**src/rtl/npc_pkg.sv**
```systemverilog
package npc_pkg;

   typedef enum logic [2:0] {
      CF_SEQ  = 3'd0,
      CF_BEQZ = 3'd1,
      CF_BNEZ = 3'd2,
      CF_JMP  = 3'd3,
      CF_JAL  = 3'd4,
      CF_JR   = 3'd5,
      CF_JALR = 3'd6
   } cf_kind_e;

   localparam int unsigned KIND_W = 3;

endpackage

```
**src/rtl/npc_seq_adder.sv**
```systemverilog
module npc_seq_adder #(
   parameter int unsigned XLEN = 32,
   parameter int unsigned STEP = 4
) (
   input  logic [XLEN-1:0] pc_i,
   output logic [XLEN-1:0] pc_next_seq_o
);

   localparam logic [XLEN-1:0] STEP_V = XLEN'(STEP);

   if (STEP == 0) begin : g_bad_step
      $error("npc_seq_adder: STEP must be non-zero");
   end

   assign pc_next_seq_o = pc_i + STEP_V;

endmodule

```
**src/rtl/npc_cond_eval.sv**
```systemverilog
module npc_cond_eval
   import npc_pkg::*;
#(
   parameter int unsigned XLEN    = 32,
   parameter int unsigned RIDX_W  = 5,
   parameter bit          ZERO_HW = 1'b1
) (
   input  logic [KIND_W-1:0] kind_i,
   input  logic [RIDX_W-1:0] src_idx_i,
   input  logic [XLEN-1:0]   src_val_i,
   output logic [XLEN-1:0]   opnd_o,
   output logic              cond_o
);

   logic opnd_zero;

   if (ZERO_HW) begin : g_zero_hw
      assign opnd_o = (src_idx_i == '0) ? '0 : src_val_i;
   end else begin : g_zero_soft
      logic unused_idx;
      assign unused_idx = ^src_idx_i;
      assign opnd_o     = src_val_i;
   end

   assign opnd_zero = (opnd_o == '0);

   always_comb begin
      unique case (kind_i)
         CF_BEQZ: cond_o = opnd_zero;
         CF_BNEZ: cond_o = !opnd_zero;
         default: cond_o = 1'b0;
      endcase
   end

endmodule

```
**src/rtl/npc_target_sel.sv**
```systemverilog
module npc_target_sel
   import npc_pkg::*;
#(
   parameter int unsigned XLEN   = 32,
   parameter int unsigned BOFS_W = 16,
   parameter int unsigned JOFS_W = 26,
   parameter int unsigned SH     = 2
) (
   input  logic [KIND_W-1:0] kind_i,
   input  logic [XLEN-1:0]   pc4_i,
   input  logic [BOFS_W-1:0] imm16_i,
   input  logic [JOFS_W-1:0] imm26_i,
   input  logic [XLEN-1:0]   opnd_i,
   input  logic              cond_i,
   output logic [XLEN-1:0]   next_o,
   output logic              taken_o
);

   localparam int unsigned BEXT_W = XLEN - BOFS_W - SH;
   localparam int unsigned JTOP   = JOFS_W + SH;

   if (BOFS_W + SH >= XLEN) begin : g_bad_bofs
      $error("npc_target_sel: branch offset does not fit the address");
   end
   if (JTOP >= XLEN) begin : g_bad_jofs
      $error("npc_target_sel: jump field leaves no region bits");
   end

   logic [XLEN-1:0] br_ofs;
   logic [XLEN-1:0] br_tgt;
   logic [XLEN-1:0] jmp_tgt;

   assign br_ofs  = {{BEXT_W{imm16_i[BOFS_W-1]}}, imm16_i, {SH{1'b0}}};
   assign br_tgt  = pc4_i + br_ofs;
   assign jmp_tgt = {pc4_i[XLEN-1:JTOP], imm26_i, {SH{1'b0}}};

   always_comb begin
      next_o  = pc4_i;
      taken_o = 1'b0;
      unique case (kind_i)
         CF_BEQZ, CF_BNEZ: begin
            taken_o = cond_i;
            if (cond_i) next_o = br_tgt;
         end
         CF_JMP, CF_JAL: begin
            taken_o = 1'b1;
            next_o  = jmp_tgt;
         end
         CF_JR, CF_JALR: begin
            taken_o = 1'b1;
            next_o  = opnd_i;
         end
         default: begin
            taken_o = 1'b0;
            next_o  = pc4_i;
         end
      endcase
   end

endmodule

```
**src/rtl/npc_link_gen.sv**
```systemverilog
module npc_link_gen
   import npc_pkg::*;
#(
   parameter int unsigned XLEN     = 32,
   parameter int unsigned RIDX_W   = 5,
   parameter int unsigned LINK_REG = 31
) (
   input  logic [KIND_W-1:0] kind_i,
   input  logic [XLEN-1:0]   pc4_i,
   input  logic [RIDX_W-1:0] dst_idx_i,
   output logic              we_o,
   output logic [RIDX_W-1:0] idx_o,
   output logic [XLEN-1:0]   val_o
);

   localparam logic [RIDX_W-1:0] LINK_IDX = RIDX_W'(LINK_REG);

   if (LINK_REG >= (1 << RIDX_W) || LINK_REG == 0) begin : g_bad_link
      $error("npc_link_gen: fixed link register outside the file");
   end

   assign val_o = pc4_i;

   always_comb begin
      we_o  = 1'b0;
      idx_o = dst_idx_i;
      unique case (kind_i)
         CF_JAL: begin
            we_o  = 1'b1;
            idx_o = LINK_IDX;
         end
         CF_JALR: begin
            we_o  = (dst_idx_i != '0);
            idx_o = dst_idx_i;
         end
         default: begin
            we_o  = 1'b0;
            idx_o = dst_idx_i;
         end
      endcase
   end

endmodule

```
**src/rtl/npc_unit.sv**
```systemverilog
module npc_unit
   import npc_pkg::*;
#(
   parameter int unsigned   XLEN      = 32,
   parameter int unsigned   STEP      = 4,
   parameter int unsigned   BOFS_W    = 16,
   parameter int unsigned   JOFS_W    = 26,
   parameter int unsigned   RIDX_W    = 5,
   parameter int unsigned   LINK_REG  = 31,
   parameter bit            ZERO_HW   = 1'b1,
   parameter logic [31:0]   RESET_VEC = 32'h0000_0000
) (
   input  logic              clk,
   input  logic              rst_n,
   input  logic [2:0]        cf_kind,
   input  logic [4:0]        src_idx,
   input  logic [31:0]       src_val,
   input  logic [4:0]        dst_idx,
   input  logic [15:0]       imm16,
   input  logic [25:0]       imm26,
   output logic [31:0]       pc,
   output logic              taken,
   output logic [31:0]       next_pc,
   output logic              link_we,
   output logic [4:0]        link_idx,
   output logic [31:0]       link_val
);

   localparam int unsigned SH   = $clog2(STEP);
   localparam int unsigned JTOP = JOFS_W + SH;
   localparam logic [XLEN-1:0] STEP_V = XLEN'(STEP);

   if (XLEN != 32 || RIDX_W != 5 || BOFS_W != 16 || JOFS_W != 26) begin : g_bad_ports
      $error("npc_unit: port widths are fixed at the top level");
   end
   if ((1 << SH) != STEP) begin : g_bad_step
      $error("npc_unit: STEP must be a power of two");
   end

   logic [XLEN-1:0] pc_q;
   logic [XLEN-1:0] pc4;
   logic [XLEN-1:0] opnd;
   logic            cond;

   npc_seq_adder #(.XLEN(XLEN), .STEP(STEP)) i_seq (
      .pc_i          (pc_q),
      .pc_next_seq_o (pc4)
   );

   npc_cond_eval #(.XLEN(XLEN), .RIDX_W(RIDX_W), .ZERO_HW(ZERO_HW)) i_cond (
      .kind_i    (cf_kind),
      .src_idx_i (src_idx),
      .src_val_i (src_val),
      .opnd_o    (opnd),
      .cond_o    (cond)
   );

   npc_target_sel #(.XLEN(XLEN), .BOFS_W(BOFS_W), .JOFS_W(JOFS_W), .SH(SH)) i_tgt (
      .kind_i  (cf_kind),
      .pc4_i   (pc4),
      .imm16_i (imm16),
      .imm26_i (imm26),
      .opnd_i  (opnd),
      .cond_i  (cond),
      .next_o  (next_pc),
      .taken_o (taken)
   );

   npc_link_gen #(.XLEN(XLEN), .RIDX_W(RIDX_W), .LINK_REG(LINK_REG)) i_link (
      .kind_i    (cf_kind),
      .pc4_i     (pc4),
      .dst_idx_i (dst_idx),
      .we_o      (link_we),
      .idx_o     (link_idx),
      .val_o     (link_val)
   );

   always_ff @(posedge clk or negedge rst_n) begin
      if (!rst_n) pc_q <= RESET_VEC;
      else        pc_q <= next_pc;
   end

   assign pc = pc_q;

   AST_PC_TRACKS_NEXT: assert property (@(posedge clk) disable iff (!rst_n)
      1'b1 |=> pc == $past(next_pc));
   AST_SEQ_FALLTHRU: assert property (@(posedge clk) disable iff (!rst_n)
      (cf_kind == CF_SEQ) |-> (!taken && next_pc == pc + STEP_V));
   AST_BRANCH_FALLTHRU: assert property (@(posedge clk) disable iff (!rst_n)
      ((cf_kind == CF_BEQZ || cf_kind == CF_BNEZ) && !taken) |-> next_pc == pc + STEP_V);
   AST_JUMP_REGION: assert property (@(posedge clk) disable iff (!rst_n)
      (cf_kind == CF_JMP || cf_kind == CF_JAL)
      |-> (taken && next_pc[XLEN-1:JTOP] == pc4[XLEN-1:JTOP]));
   AST_ZERO_REG_BEQZ: assert property (@(posedge clk) disable iff (!rst_n)
      (cf_kind == CF_BEQZ && src_idx == '0 && ZERO_HW) |-> taken);
   AST_JAL_FIXED_DEST: assert property (@(posedge clk) disable iff (!rst_n)
      (cf_kind == CF_JAL) |-> (link_we && link_idx == 5'(LINK_REG)));
   AST_LINK_RETURN: assert property (@(posedge clk) disable iff (!rst_n)
      link_we |-> link_val == pc + STEP_V);
   AST_LINK_KIND_ONLY: assert property (@(posedge clk) disable iff (!rst_n)
      link_we |-> (cf_kind == CF_JAL || cf_kind == CF_JALR));

endmodule

```
**config.mk**
```make
export PLATFORM = sky130hd
export DESIGN_NAME = npc_unit
export DESIGN_NICKNAME = d
export VERILOG_FILES = /design/src/rtl/npc_pkg.sv /design/src/rtl/npc_seq_adder.sv /design/src/rtl/npc_cond_eval.sv /design/src/rtl/npc_target_sel.sv /design/src/rtl/npc_link_gen.sv /design/src/rtl/npc_unit.sv
export SDC_FILE = /design/constraint.sdc
export NUM_CORES = 1
export LEC_CHECK = 0
export BUFFER_PORTS_ARGS = -buffer_cell sky130_fd_sc_hd__buf_4
export CORE_MARGIN = 2
export CORE_UTILIZATION = 50
export DETAILED_ROUTE_END_ITERATION = 6
export MAX_ROUTING_LAYER = met4
export PLACE_DENSITY_LB_ADDON = 0.12
export SLEW_MARGIN = 5
export SYNTH_ARGS = -nofsm -noshare
export SYNTH_HDL_FRONTEND = slang
export SYNTH_HIERARCHICAL = 1
export SYNTH_SLANG_ARGS = --single-unit
```
**constraint.sdc**
```tcl
create_clock -name clk -period 4.5 [get_ports clk]
set_clock_uncertainty 0.05 [all_clocks]
set_input_delay 0.225 -clock clk [delete_from_list [all_inputs] [get_ports clk]]
set_output_delay 0.225 -clock clk [all_outputs]
set_load 0.1 [all_outputs]
```
Word-level counts from Yosys, hierarchy flattened. Cells that the tools add are included.

Equal/unequal tests: 6. Muxes and demuxes: 7. Reductions and logical operators: 8. $add $sub $neg: 2.

Operator list (number): $pmux W32 S3 (1); $mux W32 (2); $add A32 B3 Y32 const B (1); $add A32 B32 Y32 (1); $logic_not A32 Y1 (1); $eq A3 B3 Y1 const B (3); $eq A3 B2 Y1 const B (2); $pmux W1 S2 (3); $reduce_or A2 Y1 (3); $logic_not A5 Y1 (1); $mux W5 (1); $reduce_bool A5 Y1 (1); $reduce_or A4 Y1 (1); $eq A3 B1 Y1 const B (1); $logic_not A1 Y1 (1).

Word-level logic and storage cells: 24. Flip-flop bits (word level): 32. Output and inout bits: 103. Bits of input ports: 89.

Depth between registers and ports, before layout.
Depth after elaboration: 7. Depth in mapped cells: 15. Gate-level depth less buffers: 15.

By module. The synthesis kept the hierarchy.

By module, submodules not included: npc_target_sel (area each 2533.7 um2, cells an instance 358, times used 1, seq. area each 0.0 um2); npc_unit (area each 800.8 um2, cells an instance 32, times used 1, seq. area each 800.8 um2); npc_seq_adder (area each 580.6 um2, cells an instance 83, times used 1, seq. area each 0.0 um2); npc_cond_eval (area each 332.8 um2, cells an instance 52, times used 1, seq. area each 0.0 um2); npc_link_gen (area each 314.1 um2, cells an instance 42, times used 1, seq. area each 0.0 um2).

Worst setup path after synthesis. Ideal clock, no wire load.

Path kind: register to register. Start: register pc_q[2] (netlist: pc[2]). End: register pc_q[28] (netlist: pc[28]). Arrival time: 6.098 ns. Required time: 4.074 ns. Path slack: -2.024 ns. Library setup time: 0.376 ns. Period minus slack after synthesis: 6.524 ns. Buffers on the path: 0. Cell stages (with the launch flop): 16. Cells stage by stage: dfrtp_1 > ha_1 > nand3_1 > nor2_1 > nand2_1 > xnor2_1 > ha_1 > and3_1 > and2_1 > a2111oi_4 > o211ai_2 > nand2_2 > o21ai_2 > a311oi_2 > xnor2_1 > a222oi_1.

Word-level cells in the longest chain between the ends: 4.

RTL lines: start: declaration (line npc_unit.sv:40) `logic [XLEN-1:0] pc_q;`; start signal: assignment (line npc_unit.sv:80) `else pc_q <= next_pc;`; $add A32 B3 Y32 (line npc_seq_adder.sv:15) `assign pc_next_seq_o = pc_i + STEP_V;`; via pc4[10] (line npc_unit.sv:41) `logic [XLEN-1:0] pc4;`; $add A32 B32 Y32 (line npc_target_sel.sv:34) `assign br_tgt = pc4_i + br_ofs;`; $mux W32 (line npc_target_sel.sv:43) `if (cond_i) next_o = br_tgt;`; $pmux W32 S3 (line npc_target_sel.sv:40) `unique case (kind_i)`; via next_pc[28] (line npc_unit.sv:23) `output logic [31:0] next_pc,`.

The timed path passes the listed nets, and every way through them passes these cells.

Final worst setup path.
Start: register pc_q[2] (netlist: pc[2]). End: output next_pc[28].

Word-level cells in the longest chain between the ends: 4.

RTL lines (line): $add A32 B3 Y32 (*) (npc_seq_adder.sv:15); $add A32 B32 Y32 (npc_target_sel.sv:34); $mux W32 (npc_target_sel.sv:43); $pmux W32 S3 (*) (npc_target_sel.sv:40); end: declaration (npc_unit.sv:23).

Mark *: on every way between the ends. The rest lies on a longest branch, timed or not.

==> results.py <==
metrics = {
    "run_status": {
        "status": "complete, but fails checks",
        "violations": "negative setup slack",
    },
    "finish": {
        "largest_reg_flops": 32,
        "antenna_cells": 0,
        "drive_above_1_share_pct": 44.9,
        "final_cells": 852,
        "fillers": 649,
        "final_cell_mix": "buf_4 (224), a21oi_1 (39), nor2b_1 (37)",
        "final_core_util_pct": 76.2,
        "post-route-cell-area_um2": 6710,
        "finish.net_count": 863,
        "final_common_cell": "buf_4",
        "area_growth_pct": 47.1,
    },
    "detailed_routing": {
        "wire_per_inst_um": 20.2,
        "vias": 5337,
        "first_pass_iters": 5,
        "drt_iter0_markers": 406,
        "vias_per_cell": 6.26,
        "drc": 0,
        "ant_nets": 0,
        "routed_wl_um": 17200,
    },
    "timing": {
        "setup_viol": 2,
        "fin_setup_tns_ns": -0.0579,
        "tightest_slew_ns": 1.13,
        "finalHoldViolCount": 0,
        "final_max_slew_viol_count": 0,
        "finalCriticalPeriod_ns": 4.56,
        "rsz0062_at_grt": "true",
        "fmax_mhz": 220,
        "whs_ns": 0.156,
        "slew_headroom_pct": 24.2,
        "worst_slack_ns": -0.0551,
        "period_share_pct": 101,
    },
    "critical_path": {
        "worst_setup_path_end_kind": "output port",
        "worstPathMaxFanout": 5,
        "arrival_ns": 4.28,
        "r2r_slack_ns": 0.57,
        "cp_slowest_cell": "dfrtp_4",
        "worst_path_dominant_cell_family": "compound AO/OA/AOI/OAI gates",
        "cp_num_buf_inv": 3,
        "cp-start-kind": "flip-flop",
        "path_cells": "nand4_1 > buf_4 > nor4_4 > buf_6 > nand2_4 > xnor2_4 > ha_4 > a21o_1 > a21o_1 > a21oi_2 > o211ai_2 > nand2_2 > o21ai_4 > a311oi_2 > xnor2_1 > a222oi_1 > buf_4",
        "crit_type": "flip-flop to output port",
        "cpPeakStageDelay_ns": 0.46,
        "cp.required_ns": 4.22,
    },
    "pwr": {
        "power.leakage_nw": 3.10,
        "ir_drop_uv": 458,
        "pwr_density_cell_nw_per_um2": 587,
        "fin_total_pwr_mw": 3.94,
    },
    "min_path": {
        "min_path_type": "input port to flip-flop",
    },
    "job": {
        "maxCapViolations": 0,
    },
    "placement": {
        "placed_cells": 824,
        "place_hpwl_um": 12800,
        "io_buffers": 191,
        "gp_congestion": 0.967,
        "pre_cts_slack_ns": 0.187,
        "placed_cell_area_um2": 6040,
    },
    "synth": {
        "yosysWarnings": 6,
        "synth_area_um2": 4560,
        "syn-num-nets": 687,
        "synthCells": 567,
        "synth_edf_count": 0,
        "synth.distinct_cells": 74,
        "synth-seq-cells": 32,
        "syn_avg_cell_area_um2": 8.05,
        "ys.flop_type": "dfrtp_1",
        "ys_seq_area_share_pct": 17.6,
        "synthArstFlopShare_pct": 100,
    },
    "global_routing": {
        "met2_usage_pct": 53.8,
        "use_met1_pct": 42.9,
        "grt_pass1_vias": 4919,
        "grt_usage_pct": 32.7,
        "globalRoute.busiestLayer": "met2",
        "grt_start_max_net_pins": 40,
        "grt_pass1_wl_um": 25300,
        "grt_util_met3_pct": 2.95,
        "grt_overflow": 0,
        "antenna_found_initial": 0,
    },
    "clocking": {
        "clkTransAtPathRegs_ns": 0.08,
        "htree_levels": 2,
        "cts_tree": "built",
        "numCtsBuffers": 5,
        "cts-root-buf": "clkbuf_8",
        "cts.sinks": 32,
        "insertion_delay_ns": 0.29,
        "clockBufferDepth": 2,
    },
    "die": {
        "fp.dieH_um": 99.5,
        "ios": 192,
        "row_count": 34,
        "initial_core_util_pct": 51.8,
        "dieArea_um2": 9900,
        "die_w_um": 99.5,
        "core_um2": 8810,
    },
}
-- synth_stat cells (2+ instances only) --
cell       n  share of area [%]
o22ai_1    4               0.55
dfrtp_1   32                 18
a221oi_1   5               0.96
o21ai_2    2               0.38
o21bai_1   4               0.66
nor2b_1   37                5.1
o221ai_1   2               0.38
o211ai_1   2               0.33
ha_1      30                8.2
clkbuf_1  19                1.6
and2_1     5               0.69
inv_1     16                1.3
nand2b_1   9                1.2
a22oi_1    3               0.49
mux2i_1    6                1.3
nor3_1     8               0.88
a221o_1    9                2.0
o22a_1     6                1.2
and3_1     7               0.96
buf_2      5               0.55
or2_2      3               0.41
maj3_1     9                2.0
or2_1      5               0.69
nand3_1   13                1.4
o21ai_0   19                2.1
nor4_1     8                1.1
and4_1     2               0.38
nor4_4     2               0.93
a21o_1    18                3.0
a222oi_1  13                2.9
xnor2_1   35                6.7
nand2_1   32                2.6
nor3b_1    2               0.33
nor2_1    26                2.1
buf_1      2               0.16
a31oi_1    4               0.55
a22o_1     4               0.77
a21oi_1   45                4.9
buf_4     34                5.6
o31ai_1    2               0.33
nand4_1   15                2.1
xor2_1    19                3.6
o21ai_1    4               0.44
o21a_1     9                1.5
nand3b_1   2               0.33
-- report_power, final --
part           switching (mW)  internal (mW)  leakage [nW]
sequential              0.111          0.360         0.373
combinational            2.30          0.885          2.67
clock                   0.126          0.164        0.0541
-- final timing paths --
kind / startpoint / endpoint / cells after the start
max in group asynchronous: rst_n / pc[3] / 2
min in group asynchronous: rst_n / pc[11] / 2
worst min register to register: pc[0] / pc[0] / 1
worst max register to register: pc[2] / pc[31] / 15
worst min-delay path: imm26[13] / pc[15] / 3
worst max-delay path: pc[2] / next_pc[28] / 17
-- tightest hold or removal path, cell delays in order --
cell	delay, ns
buf_4	0.08
a222oi_1	0.08
o21ai_2	0.07
-- final cells by class --
type | instances | area (um^2) | area share, %
clock inverter | 3 | 42.5 | 0.634
tap | 108 | 135 | 2.01
sequential | 32 | 826 | 12.3
multi-input combinational | 459 | 3830 | 57.1
clock buffer | 5 | 68.8 | 1.03
inverter | 16 | 60.1 | 0.895
timing repair buffer | 229 | 1750 | 26.1
-- layer usage --
metal | vias up | wire (um)
li1 | 2432 | -
met2 | 327 | 8250
met1 | 2537 | 7000
met5 | - | 0
met3 | 41 | 1530
met4 | 0 | 435
-- kinds of logic after synthesis --
logic type	share of synthesized area, %
and+or+nand+nor	24.1
AOI/OAI and AO/OA	26.6
buffers and inverters	9.19
xor gates and xnor gates	10.4
adders and majority gates	10.6
DFF	17.6
muxes	1.56
-- repair_timing --
action	CTS	global route
setup buffers	1	18
hold endpoints to repair	32	0
hold buffers	1	0
setup endpoints to repair	2	9
pin swaps	3	33
gates resized for setup	8	61
(Power assumes the default switching activity.)
